$ cat src/rtl/hbg_pkg.sv
package hbg_pkg;

    typedef enum logic [1:0] {
        LEG_OFF  = 2'b00,
        LEG_HIGH = 2'b01,
        LEG_LOW  = 2'b10
    } leg_e;

    typedef struct packed {
        leg_e a;
        leg_e b;
    } bridge_tgt_t;

    typedef struct packed {
        logic dir;
        logic en;
        logic mode;
        logic sleep_n;
        logic zc;
        logic cp_low;
        logic lsv_low;
    } ctl_t;

    localparam int CTL_W = $bits(ctl_t);

    function automatic int cycles_for_ns(input int clk_hz, input int ns);
        int c;
        c = (clk_hz / 1_000_000) * ns / 1000;
        return (c < 1) ? 1 : c;
    endfunction

    function automatic int cycles_for_us(input int clk_hz, input int us);
        int c;
        c = (clk_hz / 1_000_000) * us;
        return (c < 1) ? 1 : c;
    endfunction

    function automatic bridge_tgt_t decode_bridge(input logic dir, input logic en,
                                                  input logic mode);
        bridge_tgt_t t;
        if (en) begin
            t.a = dir ? LEG_HIGH : LEG_LOW;
            t.b = dir ? LEG_LOW  : LEG_HIGH;
        end else if (mode) begin
            t.a = LEG_LOW;
            t.b = LEG_LOW;
        end else begin
            t.a = dir ? LEG_LOW  : LEG_HIGH;
            t.b = dir ? LEG_HIGH : LEG_LOW;
        end
        return t;
    endfunction

endpackage

$ cat src/rtl/hbg_sync.sv
module hbg_sync #(
    parameter int             W       = 1,
    parameter logic [W-1:0]   RST_VAL = '0
) (
    input  logic         clk,
    input  logic         rst,
    input  logic [W-1:0] d,
    output logic [W-1:0] q
);
    logic [W-1:0] meta;

    always_ff @(posedge clk) begin
        if (rst) begin
            meta <= RST_VAL;
            q    <= RST_VAL;
        end else begin
            meta <= d;
            q    <= meta;
        end
    end
endmodule

$ cat src/rtl/hbg_hyst.sv
module hbg_hyst #(
    parameter int W         = 8,
    parameter int SET_AT    = 170,
    parameter int CLR_BELOW = 155,
    parameter bit RST_STATE = 1'b0
) (
    input  logic         clk,
    input  logic         rst,
    input  logic [W-1:0] code,
    output logic         state
);
    always_ff @(posedge clk) begin
        if (rst)                       state <= RST_STATE;
        else if (code >= W'(SET_AT))   state <= 1'b1;
        else if (code < W'(CLR_BELOW)) state <= 1'b0;
    end

    // threshold crossings move the comparator one edge later
    a_r9_set: assert property (@(posedge clk) disable iff (rst)
        (code >= W'(SET_AT)) |=> state);
    a_r9_clear: assert property (@(posedge clk) disable iff (rst)
        (code < W'(CLR_BELOW)) |=> !state);
    // inside the band the decision is held
    a_r10_hold: assert property (@(posedge clk) disable iff (rst)
        ((code < W'(SET_AT)) && (code >= W'(CLR_BELOW))) |=> $stable(state));
endmodule

$ cat src/rtl/hbg_settle.sv
module hbg_settle #(
    parameter int POR_CYC  = 20000,
    parameter int WAKE_CYC = 100000
) (
    input  logic clk,
    input  logic rst,
    input  logic hold_por,
    input  logic hold_wake,
    output logic ready
);
    localparam int MAX_CYC = (POR_CYC > WAKE_CYC) ? POR_CYC : WAKE_CYC;
    localparam int CW      = $clog2(MAX_CYC + 1);

    logic [CW-1:0] cnt;

    always_ff @(posedge clk) begin
        if (rst || hold_por)  cnt <= CW'(POR_CYC);
        else if (hold_wake)   cnt <= CW'(WAKE_CYC);
        else if (cnt != '0)   cnt <= cnt - 1'b1;
    end

    assign ready = (cnt == '0);

    // any hold request keeps the timer from reporting ready next cycle
    a_r11_hold: assert property (@(posedge clk) disable iff (rst)
        (hold_por || hold_wake) |=> !ready);
endmodule

$ cat src/rtl/hbg_leg.sv
module hbg_leg
    import hbg_pkg::*;
#(
    parameter int DEAD_CYC = 50
) (
    input  logic clk,
    input  logic rst,
    input  leg_e tgt,
    output logic gate_hi,
    output logic gate_lo
);
    localparam int DW = $clog2(DEAD_CYC + 1);

    leg_e          cur;
    logic [DW-1:0] dcnt;

    always_ff @(posedge clk) begin
        if (rst) begin
            cur  <= LEG_OFF;
            dcnt <= DW'(DEAD_CYC - 1);
        end else if (cur != LEG_OFF) begin
            if (tgt != cur) begin
                cur  <= LEG_OFF;
                dcnt <= DW'(DEAD_CYC - 1);
            end
        end else if (dcnt != '0) begin
            dcnt <= dcnt - 1'b1;
        end else if (tgt != LEG_OFF) begin
            cur <= tgt;
        end
    end

    assign gate_hi = (cur == LEG_HIGH);
    assign gate_lo = (cur == LEG_LOW);

    // Checker state: consecutive cycles with both switches off, saturating
    logic [DW-1:0] off_run;
    always_ff @(posedge clk) begin
        if (rst)                          off_run <= DW'(DEAD_CYC);
        else if (gate_hi || gate_lo)      off_run <= '0;
        else if (off_run != DW'(DEAD_CYC)) off_run <= off_run + 1'b1;
    end

    // every turn-on is preceded by a full dead window
    a_r6_dead_hi: assert property (@(posedge clk) disable iff (rst)
        $rose(gate_hi) |-> (off_run >= DW'(DEAD_CYC)));
    a_r6_dead_lo: assert property (@(posedge clk) disable iff (rst)
        $rose(gate_lo) |-> (off_run >= DW'(DEAD_CYC)));
    // never a direct hand-over between the two switches of the leg
    a_r7_no_direct_hi: assert property (@(posedge clk) disable iff (rst)
        $rose(gate_hi) |-> !$past(gate_lo));
    a_r7_no_direct_lo: assert property (@(posedge clk) disable iff (rst)
        $rose(gate_lo) |-> !$past(gate_hi));
endmodule

$ cat src/rtl/hbridge_gate_seq.sv
module hbridge_gate_seq
    import hbg_pkg::*;
#(
    parameter int CLK_HZ  = 100_000_000,
    parameter int DEAD_NS = 500,
    parameter int WAKE_US = 1000,
    parameter int POR_US  = 200,
    parameter int TEMP_W  = 8,
    parameter int OT_TRIP = 170,
    parameter int OT_HYST = 15,
    parameter int VBB_W   = 8,
    parameter int UV_ON   = 120,
    parameter int UV_HYST = 5
) (
    input  logic              clk,
    input  logic              rst,
    input  logic              dir,
    input  logic              en,
    input  logic              mode,
    input  logic              sleep_n,
    input  logic              zero_cur,
    input  logic              cp_low,
    input  logic              lsv_low,
    input  logic [TEMP_W-1:0] temp_code,
    input  logic [VBB_W-1:0]  vbb_code,
    output logic              a_hi,
    output logic              a_lo,
    output logic              b_hi,
    output logic              b_lo
);
    localparam int DEAD_CYC = cycles_for_ns(CLK_HZ, DEAD_NS);
    localparam int WAKE_CYC = cycles_for_us(CLK_HZ, WAKE_US);
    localparam int POR_CYC  = cycles_for_us(CLK_HZ, POR_US);
    localparam int NLEG     = 2;

    // ---- input synchronization
    ctl_t             raw;
    ctl_t             sc;
    logic [CTL_W-1:0] sc_vec;

    always_comb begin
        raw.dir     = dir;
        raw.en      = en;
        raw.mode    = mode;
        raw.sleep_n = sleep_n;
        raw.zc      = zero_cur;
        raw.cp_low  = cp_low;
        raw.lsv_low = lsv_low;
    end

    hbg_sync #(.W(CTL_W), .RST_VAL('0)) u_sync (
        .clk(clk), .rst(rst), .d(raw), .q(sc_vec)
    );
    assign sc = sc_vec;

    // ---- thermal and supply comparators with hysteresis
    logic ot_hot;
    logic vbb_ok;

    hbg_hyst #(.W(TEMP_W), .SET_AT(OT_TRIP), .CLR_BELOW(OT_TRIP - OT_HYST),
               .RST_STATE(1'b0)) u_ot (
        .clk(clk), .rst(rst), .code(temp_code), .state(ot_hot)
    );

    hbg_hyst #(.W(VBB_W), .SET_AT(UV_ON), .CLR_BELOW(UV_ON - UV_HYST),
               .RST_STATE(1'b0)) u_uv (
        .clk(clk), .rst(rst), .code(vbb_code), .state(vbb_ok)
    );

    // ---- settle timer
    logic settle_ready;

    hbg_settle #(.POR_CYC(POR_CYC), .WAKE_CYC(WAKE_CYC)) u_settle (
        .clk(clk), .rst(rst), .hold_por(!vbb_ok), .hold_wake(!sc.sleep_n),
        .ready(settle_ready)
    );

    // ---- enable qualification
    logic fault_any;
    logic gate_en;
    logic fd_active;
    logic zc_lat;
    logic zc_cut;

    assign fault_any = ot_hot || !vbb_ok || sc.cp_low || sc.lsv_low;
    assign gate_en   = settle_ready && sc.sleep_n && !fault_any;
    assign fd_active = gate_en && !sc.en && !sc.mode;
    assign zc_cut    = fd_active && (sc.zc || zc_lat);

    // zero-current cutoff holds while fast decay stays decoded
    always_ff @(posedge clk) begin
        if (rst) zc_lat <= 1'b0;
        else     zc_lat <= fd_active && (zc_lat || sc.zc);
    end

    // ---- bridge decode
    bridge_tgt_t tgt;
    leg_e        tgt_leg [NLEG];

    always_comb begin
        if (!gate_en || zc_cut) begin
            tgt.a = LEG_OFF;
            tgt.b = LEG_OFF;
        end else begin
            tgt = decode_bridge(sc.dir, sc.en, sc.mode);
        end
    end

    assign tgt_leg[0] = tgt.a;
    assign tgt_leg[1] = tgt.b;

    // ---- per-leg dead-time sequencers
    logic [NLEG-1:0] hi_v;
    logic [NLEG-1:0] lo_v;

    for (genvar g = 0; g < NLEG; g++) begin : g_leg
        hbg_leg #(.DEAD_CYC(DEAD_CYC)) u_leg (
            .clk(clk), .rst(rst), .tgt(tgt_leg[g]),
            .gate_hi(hi_v[g]), .gate_lo(lo_v[g])
        );
    end

    assign a_hi = hi_v[0];
    assign a_lo = lo_v[0];
    assign b_hi = hi_v[1];
    assign b_lo = lo_v[1];

    logic [3:0] gates_w;
    assign gates_w = {a_hi, a_lo, b_hi, b_lo};

    // synchronized sleep request clears every gate on the next edge
    a_r5_sleep_off: assert property (@(posedge clk) disable iff (rst)
        !sc.sleep_n |=> (gates_w == 4'b0000));
    // any fault clears every gate on the next edge
    a_r8_fault_off: assert property (@(posedge clk) disable iff (rst)
        fault_any |=> (gates_w == 4'b0000));
    // unfinished settle keeps the bridge off
    a_r11_settle_off: assert property (@(posedge clk) disable iff (rst)
        !settle_ready |=> (gates_w == 4'b0000));
    // zero-current cutoff in fast decay clears every gate
    a_r4_zc_off: assert property (@(posedge clk) disable iff (rst)
        zc_cut |=> (gates_w == 4'b0000));
endmodule

$ cat config.mk
export PLATFORM = sky130hd
export DESIGN_NAME = hbridge_gate_seq
export DESIGN_NICKNAME = d
export VERILOG_FILES = /design/src/rtl/hbg_pkg.sv /design/src/rtl/hbg_sync.sv /design/src/rtl/hbg_hyst.sv /design/src/rtl/hbg_settle.sv /design/src/rtl/hbg_leg.sv /design/src/rtl/hbridge_gate_seq.sv
export SDC_FILE = /design/constraint.sdc
export NUM_CORES = 1
export LEC_CHECK = 0
export CAP_MARGIN = 30
export CORE_MARGIN = 3
export CORE_UTILIZATION = 38
export CTS_CLUSTER_DIAMETER = 200
export DETAILED_ROUTE_END_ITERATION = 12
export PLACE_DENSITY = 0.65
export SLEW_MARGIN = 25
export SYNTH_ARGS = -nofsm -noshare
export SYNTH_HDL_FRONTEND = slang
export SYNTH_SLANG_ARGS = --single-unit
export TNS_END_PERCENT = 100
$ cat constraint.sdc
create_clock -name clk -period 2.94 [get_ports clk]
set_input_delay 0.588 -clock clk [delete_from_list [all_inputs] [get_ports clk]]
set_output_delay 0.588 -clock clk [all_outputs]
set_load 0.01 [all_outputs]
==> Yosys cells after proc, flatten, opt, wreduce, memory -nomap -nowiden <==
Index checks and enable logic that the tools add are counted.
{ "word_totals": {"out_inout_bits": 4, "regBits": 50, "input_bits": 25, "elab_cells": 90} }
{ "classes": {"n_addsub": 3, "reduce_logical": 35, "n_bitwise": 1, "n_lt_le_gt_ge": 4, "n_eq_ne": 11, "mux": 25} }
{ "op_table": {"columns": ["op", "count"], "rows": [
  ["6-bit two-way mux", 6],
  ["17-bit two-way mux", 2],
  ["2-bit two-way mux", 10],
  ["2-bit nonzero test", 10],
  ["17-bit logical NOT", 1],
  ["17-bit nonzero test", 1],
  ["17-bit by 1-bit subtractor with 17-bit output (second input constant)", 1],
  ["4-bit two-way mux", 3],
  ["6-bit nonzero test", 2],
  ["6-bit by 1-bit subtractor with 6-bit output (second input constant)", 2],
  ["8-bit by 7-bit >= comparator with 1-bit output (second input constant)", 1],
  ["8-bit >= comparator (second input constant)", 1],
  ["8-bit by 7-bit less-than comparator with 1-bit output (second input constant)", 1],
  ["8-bit less-than comparator (second input constant)", 1],
  ["1-bit logical OR", 6],
  ["2-bit by 1-bit != test with 1-bit output (second input constant)", 3],
  ["3-bit AND reduction", 2],
  ["1-bit logical AND", 5],
  ["1-bit logical NOT", 5],
  ["2-bit by 1-bit == test with 1-bit output (second input constant)", 2],
  ["2-bit == test (second input constant)", 2],
  ["1-bit two-way mux", 4],
  ["2-bit != test", 2],
  ["2-bit != test (second input constant)", 2],
  ["3 further kinds", 4]
]} }

==> Logic depth before layout (Yosys ltp) <==
{ "depth": {"word_depth": 15, "ltp_mapped": 8, "ltp_nobuf": 8} }

==> Hierarchy <==
From an unflattened synthesis, not the netlist that was laid out.
{ "unflattened": {"cells_unflattened": 292, "area_unflattened_um2": 2742.6} }
{ "by_module_without_submodules": {"columns": ["module", "area_each_um2", "n_inst", "cells_each", "seq_area_each_um2"], "rows": [
  ["hbg_leg", 548.0, 2, 62, 160.2],
  ["hbg_settle", 960.9, 1, 105, 340.3],
  ["hbg_sync", 407.9, 1, 29, 280.3],
  ["hbridge_gate_seq", 168.9, 1, 21, 20.0],
  ["hbg_hyst at u_ot", 62.6, 1, 8, 20.0],
  ["hbg_hyst at u_uv", 46.3, 1, 5, 20.0]
]} }

==> Worst setup path before layout <==
OpenSTA, ideal clock, no wires.
{ "synth_path": {"path_kind": "flip-flop to flip-flop", "start": "reg u_settle.cnt[0]", "end": "reg g_leg[0].u_leg.dcnt[0]", "synth_period_minus_slack_ns": 1.947, "stages_incl_launch_ff": 9, "path_buffers": 0, "arrival_ns": 1.828, "setup_slack_ns": 0.993, "cell_sequence": "dfxtp_1 -> inv_1 -> ha_1 -> nor4b_2 -> nand4_4 -> a2111o_1 -> nand2_2 -> nor2_1 -> a211o_1"} }
{ "synth_between": {"elab_chain_cells": 11} }
{ "synth_rtl": {"columns": ["element", "line_no", "text"], "rows": [
  ["start: declaration", "hbg_settle.sv:14", "logic [CW-1:0] cnt;"],
  ["start signal: assignment", "hbg_settle.sv:17", "if (rst || hold_por) cnt <= CW'(POR_CYC);"],
  ["start signal: assignment", "hbg_settle.sv:18", "else if (hold_wake) cnt <= CW'(WAKE_CYC);"],
  ["start signal: assignment", "hbg_settle.sv:19", "else if (cnt != '0) cnt <= cnt - 1'b1;"],
  ["17-bit logical NOT (*)", "hbg_settle.sv:22", "assign ready = (cnt == '0);"],
  ["1-bit logical AND (*) (2 in series)", "hbridge_gate_seq.sv:86", "assign gate_en = settle_ready && sc.sleep_n && !fault_any;"],
  ["1-bit logical AND (2 in series)", "hbridge_gate_seq.sv:87", "assign fd_active = gate_en && !sc.en && !sc.mode;"],
  ["1-bit logical AND", "hbridge_gate_seq.sv:88", "assign zc_cut = fd_active && (sc.zc || zc_lat);"],
  ["1-bit logical OR (*)", "hbridge_gate_seq.sv:101", "if (!gate_en || zc_cut) begin"],
  ["4-bit two-way mux (*)", "hbridge_gate_seq.sv:101", null],
  ["2-bit != test (*)", "hbg_leg.sv:22", "if (tgt != cur) begin"],
  ["2-bit != test (no source line) (*)", null, null],
  ["2-bit AND reduction (no source line) (*)", null, null],
  ["end signal: assignment", "hbg_leg.sv:20", "dcnt <= DW'(DEAD_CYC - 1);"],
  ["end signal: assignment", "hbg_leg.sv:24", "dcnt <= DW'(DEAD_CYC - 1);"],
  ["end signal: assignment", "hbg_leg.sv:27", "dcnt <= dcnt - 1'b1;"],
  ["end: declaration", "hbg_leg.sv:15", "logic [DW-1:0] dcnt;"]
]} }
Every way passes the cells marked *; elsewhere a longest branch is shown, timed or not.
A chain may end at the register's enable or synchronous reset.

==> Worst setup path in the final report <==
Same ends and word-level chain as after synthesis.

==> metrics.json <==
{
  "design.core.area": {"value": 5675, "unit": "um2"},
  "critical_path.top_delay_family": {"value": "simple AND/OR/NAND/NOR gates"},
  "synth_area_leader_cell": {"value": "sky130_fd_sc_hd__dfxtp_1"},
  "gate_count_after_technology_mapping": {"value": 255},
  "max-clock-path-buffers": {"value": 2},
  "switching_share": {"value": 0.2362},
  "netlist.area_leader.share": {"value": 0.4341},
  "rows": {"value": 27},
  "fmaxAchievable": {"value": 468.3, "unit": "MHz"},
  "synth.top_cells.by_area": {"value": "sky130_fd_sc_hd__dfxtp_1, sky130_fd_sc_hd__nor2_1, sky130_fd_sc_hd__nor2b_1"},
  "setup-violations-final": {"value": 0},
  "final_util": {"value": 0.4883},
  "synth_area": {"value": 2306, "unit": "um2"},
  "postCtsSetupBuffers": {"value": 0},
  "crit_end_element": {"value": "flop"},
  "clock_latency": {"value": 0.30, "unit": "ns"},
  "yosys-top-cells-count": {"value": "sky130_fd_sc_hd__dfxtp_1, sky130_fd_sc_hd__nor2_1, sky130_fd_sc_hd__nor2b_1"},
  "wl_met2": {"value": 1989, "unit": "um"},
  "die_w": {"value": 83.90, "unit": "um"},
  "grt_max_degree": {"value": 25},
  "synth_most_common_cell": {"value": "sky130_fd_sc_hd__dfxtp_1"},
  "placed_area": {"value": 2680, "unit": "um2"},
  "synth_xor_xnor_area_share": {"value": 0.05697},
  "setup_repair_after_global_routing_missed_its_margin": {"value": "no"},
  "sequentialPowerShare": {"value": 0.576},
  "drt_pass1_iterations": {"value": 4},
  "yosys.area_share.simple": {"value": 0.3077},
  "power.clock.fraction": {"value": 0.319},
  "synth_async_sr_flop_share": {"value": 0},
  "synth_nets": {"value": 286},
  "power.switching": {"value": 0.3003, "unit": "mW"},
  "worst_slew_pin_slew": {"value": 0.7473, "unit": "ns"},
  "proportion_of_synthesized_area_in_mux_cells": {"value": 0.004341},
  "timing.setup.critical_path_class": {"value": "reg -> reg"},
  "synth_edf_count": {"value": 0},
  "timing.clock.skew": {"value": 0.004390, "unit": "ns"},
  "comb_power_share": {"value": 0.105},
  "grt_overflow": {"value": 0},
  "wl_met3": {"value": 125, "unit": "um"},
  "cts_tree": {"value": "built"},
  "detailed_place_hpwl": {"value": 3376, "unit": "um"},
  "detailedRoute.firstIterationViolations": {"value": 65},
  "via_count_of_the_first_global_routing_pass": {"value": 1686},
  "cts_resized": {"value": 0},
  "synth.yosys.seq_area_share": {"value": 0.4341},
  "grt_antenna_before_repair": {"value": 0},
  "run_status": {"value": "finished clean"},
  "floorplan.initialDensity": {"value": 0.4063},
  "period_needed": {"value": 2.136, "unit": "ns"},
  "clock-root-buffer": {"value": "sky130_fd_sc_hd__clkbuf_8"},
  "place.port_buffers": {"value": 28},
  "final_hold_viol_count": {"value": 0},
  "viasPerCell": {"value": 4.959},
  "fin_worst_hold_slack": {"value": 0.4382, "unit": "ns"},
  "final_design_area_no_fill": {"value": 2771, "unit": "um2"},
  "total_power": {"value": 1.271, "unit": "mW"},
  "clkSinkCount": {"value": 50},
  "yosysUniqueCellTypes": {"value": 53},
  "worst_setup_slack_final": {"value": 0.8045, "unit": "ns"},
  "via_count_of_the_routed_design": {"value": 1795},
  "nets": {"value": 320},
  "timing.critical_path.buf_inv": {"value": 1},
  "tightest_slew_margin_relative_to_the_limit": {"value": 0.4976},
  "synth_compound_area_frac": {"value": 0.1416},
  "remaining_drc_errors": {"value": 0},
  "routed.top_layer": {"value": "met4"},
  "worst_ir_drop_vdd": {"value": 0.0003423, "unit": "V"},
  "cp_data_required_time": {"value": 3.13, "unit": "ns"},
  "cts.reportedPaths.clkPinSlew": {"value": 0.09, "unit": "ns"},
  "worst_ep_arrival_time": {"value": 2.33, "unit": "ns"},
  "postRouteWirelength": {"value": 4412, "unit": "um"},
  "ant_nets": {"value": 0},
  "instances_no_fill": {"value": 362},
  "grt_pass1_wl": {"value": 7534, "unit": "um"},
  "floorplan.io_pins": {"value": 29},
  "met1Wirelength": {"value": 2221, "unit": "um"},
  "cts_buffers": {"value": 5},
  "die-area": {"value": 7039, "unit": "um2"},
  "fraction_of_layout_instances_using_a_drive_strength_above_1": {"value": 0.06552},
  "syn_area_per_cell": {"value": 9.043, "unit": "um2"},
  "antennaDiodeCount": {"value": 0},
  "power_report.internal_total": {"value": 0.9709, "unit": "mW"},
  "ctsHoldBuffers": {"value": 0},
  "die-height": {"value": 83.90, "unit": "um"},
  "leakagePower": {"value": 1.037, "unit": "nW"},
  "track_usage": {"value": 0.1310},
  "timing.critical_path.fanout_max": {"value": 6},
  "synth_seq_cells": {"value": 50},
  "timing.final.max_slew_violations": {"value": 0},
  "setup-tns-final": {"value": 0, "unit": "ns"},
  "areaGrowthSynthToFinish": {"value": 20.18, "unit": "%"},
  "cp-start-kind": {"value": "flop"},
  "synth_top_family_by_area": {"value": "simple AND/OR/NAND/NOR gates"},
  "post-place-cells": {"value": 354},
  "worstPathCellList": {"value": "inv_1, ha_1, nor4b_2, nand4_4, a2111o_1, nand2_2, nor2_1, a211o_1"},
  "routabilityCongestion": {"value": 0.8176},
  "drv_cap": {"value": 0},
  "finalCritPeriodShare": {"value": 0.7264},
  "p_per_area": {"value": 458.7, "unit": "nW/um2"},
  "critical-path-slowest-cell": {"value": "sky130_fd_sc_hd__a2111o_1"},
  "worstHoldPathType": {"value": "reg -> reg"},
  "synth_warnings": {"value": 0},
  "critical-path-max-stage-delay": {"value": 0.43, "unit": "ns"},
  "synth_fa_ha_area_frac": {"value": 0.03256},
  "post_detailed_route_wirelength_per_cell": {"value": 12.19, "unit": "um"},
  "cts_htree_levels": {"value": 2},
  "ys_dominant_reg_cell": {"value": "sky130_fd_sc_hd__dfxtp_1"},
  "detailedPlace.worstSlack": {"value": 0.8281, "unit": "ns"}
}
cell type report:
class                      count  area, um2
clock buffer                   7      86.33
clock inverter                 1      5.005
fill                         562       2904
inverter                      11      41.29
multi-input combinational    191       1252
sequential                    50       1001
tap                           72      90.09
timing repair buffer          30      295.3
state kept, by name, summed over array words and instances (netlist names):
signal            cells
u_sync.q              7
u_uv.state            1
u_settle.cnt         17
g_leg.u_leg.dcnt     12
zc_lat                1
g_leg.u_leg.cur       4
u_sync.meta           7
u_ot.state            1
power groups by stage:
stage / Combinational, mW / Sequential (mW) / Clock, mW
2_1_floorplan: 0.0860 / 0.742 / 0
3_5_place_dp: 0.134 / 0.747 / 0
4_1_cts: 0.135 / 0.732 / 0.425
3_3_place_gp: 0.132 / 0.747 / 0
6_report: 0.134 / 0.732 / 0.405
5_1_grt: 0.152 / 0.736 / 0.445
cell usage in the layout, fill, tap and decap left out, drive strengths merged, types with 3 or more instances in the layout:
| cell | Yosys | layout |
|---|---|---|
| dfxtp | 50 | 50 |
| nor2 | 36 | 36 |
| clkdlybuf4s50 | 0 | 28 |
| nor2b | 19 | 19 |
| nand2 | 18 | 18 |
| a21oi | 13 | 13 |
| nor3 | 12 | 12 |
| inv | 11 | 11 |
| xnor2 | 9 | 9 |
| o21ai | 8 | 8 |
| nand2b | 7 | 7 |
| clkbuf | 2 | 7 |
| xor2 | 6 | 6 |
| ha | 6 | 6 |
| o31ai | 5 | 5 |
| or3 | 5 | 5 |
| nor4 | 5 | 5 |
| nand3 | 4 | 4 |
| nor3b | 3 | 3 |
| nor4b | 3 | 3 |
kinds of logic (layout without fill, tap and decap cells):
family	Yosys count	count (layout)
compound gates	45	45
xor+xnor	15	15
fa+ha+maj	6	6
buf+inv	14	49
flops	50	50
mux	1	1
simple gates	124	124
metal layers:
metal,global-route usage,up-vias
met2,0.2025,21
met5,0,-
met3,0.03356,7
li1,-,959
met1,0.1731,808
met4,0.05409,0
worst paths after layout:
| check | startpoint | endpoint | cells past startpoint | slack, ns |
|---|---|---|---|---|
| max | u_settle.cnt[0] | g_leg[0].u_leg.dcnt[0] | 8 | 0.80 |
| min | u_sync.meta[0] | u_sync.q[0] | 1 | 0.44 |
| max reg2reg | u_settle.cnt[0] | g_leg[0].u_leg.dcnt[0] | 8 | 0.80 |
| min reg2reg | u_sync.meta[0] | u_sync.q[0] | 1 | 0.44 |
worst register-to-register path: stages, from the launching register on:
cell,delay [ns]
sky130_fd_sc_hd__dfxtp_1,0.35
sky130_fd_sc_hd__inv_1,0.09
sky130_fd_sc_hd__ha_1,0.17
sky130_fd_sc_hd__nor4b_2,0.35
sky130_fd_sc_hd__nand4_4,0.19
sky130_fd_sc_hd__a2111o_1,0.43
sky130_fd_sc_hd__nand2_2,0.14
sky130_fd_sc_hd__nor2_1,0.05
sky130_fd_sc_hd__a211o_1,0.26
Power figures use the tool's default switching activity.
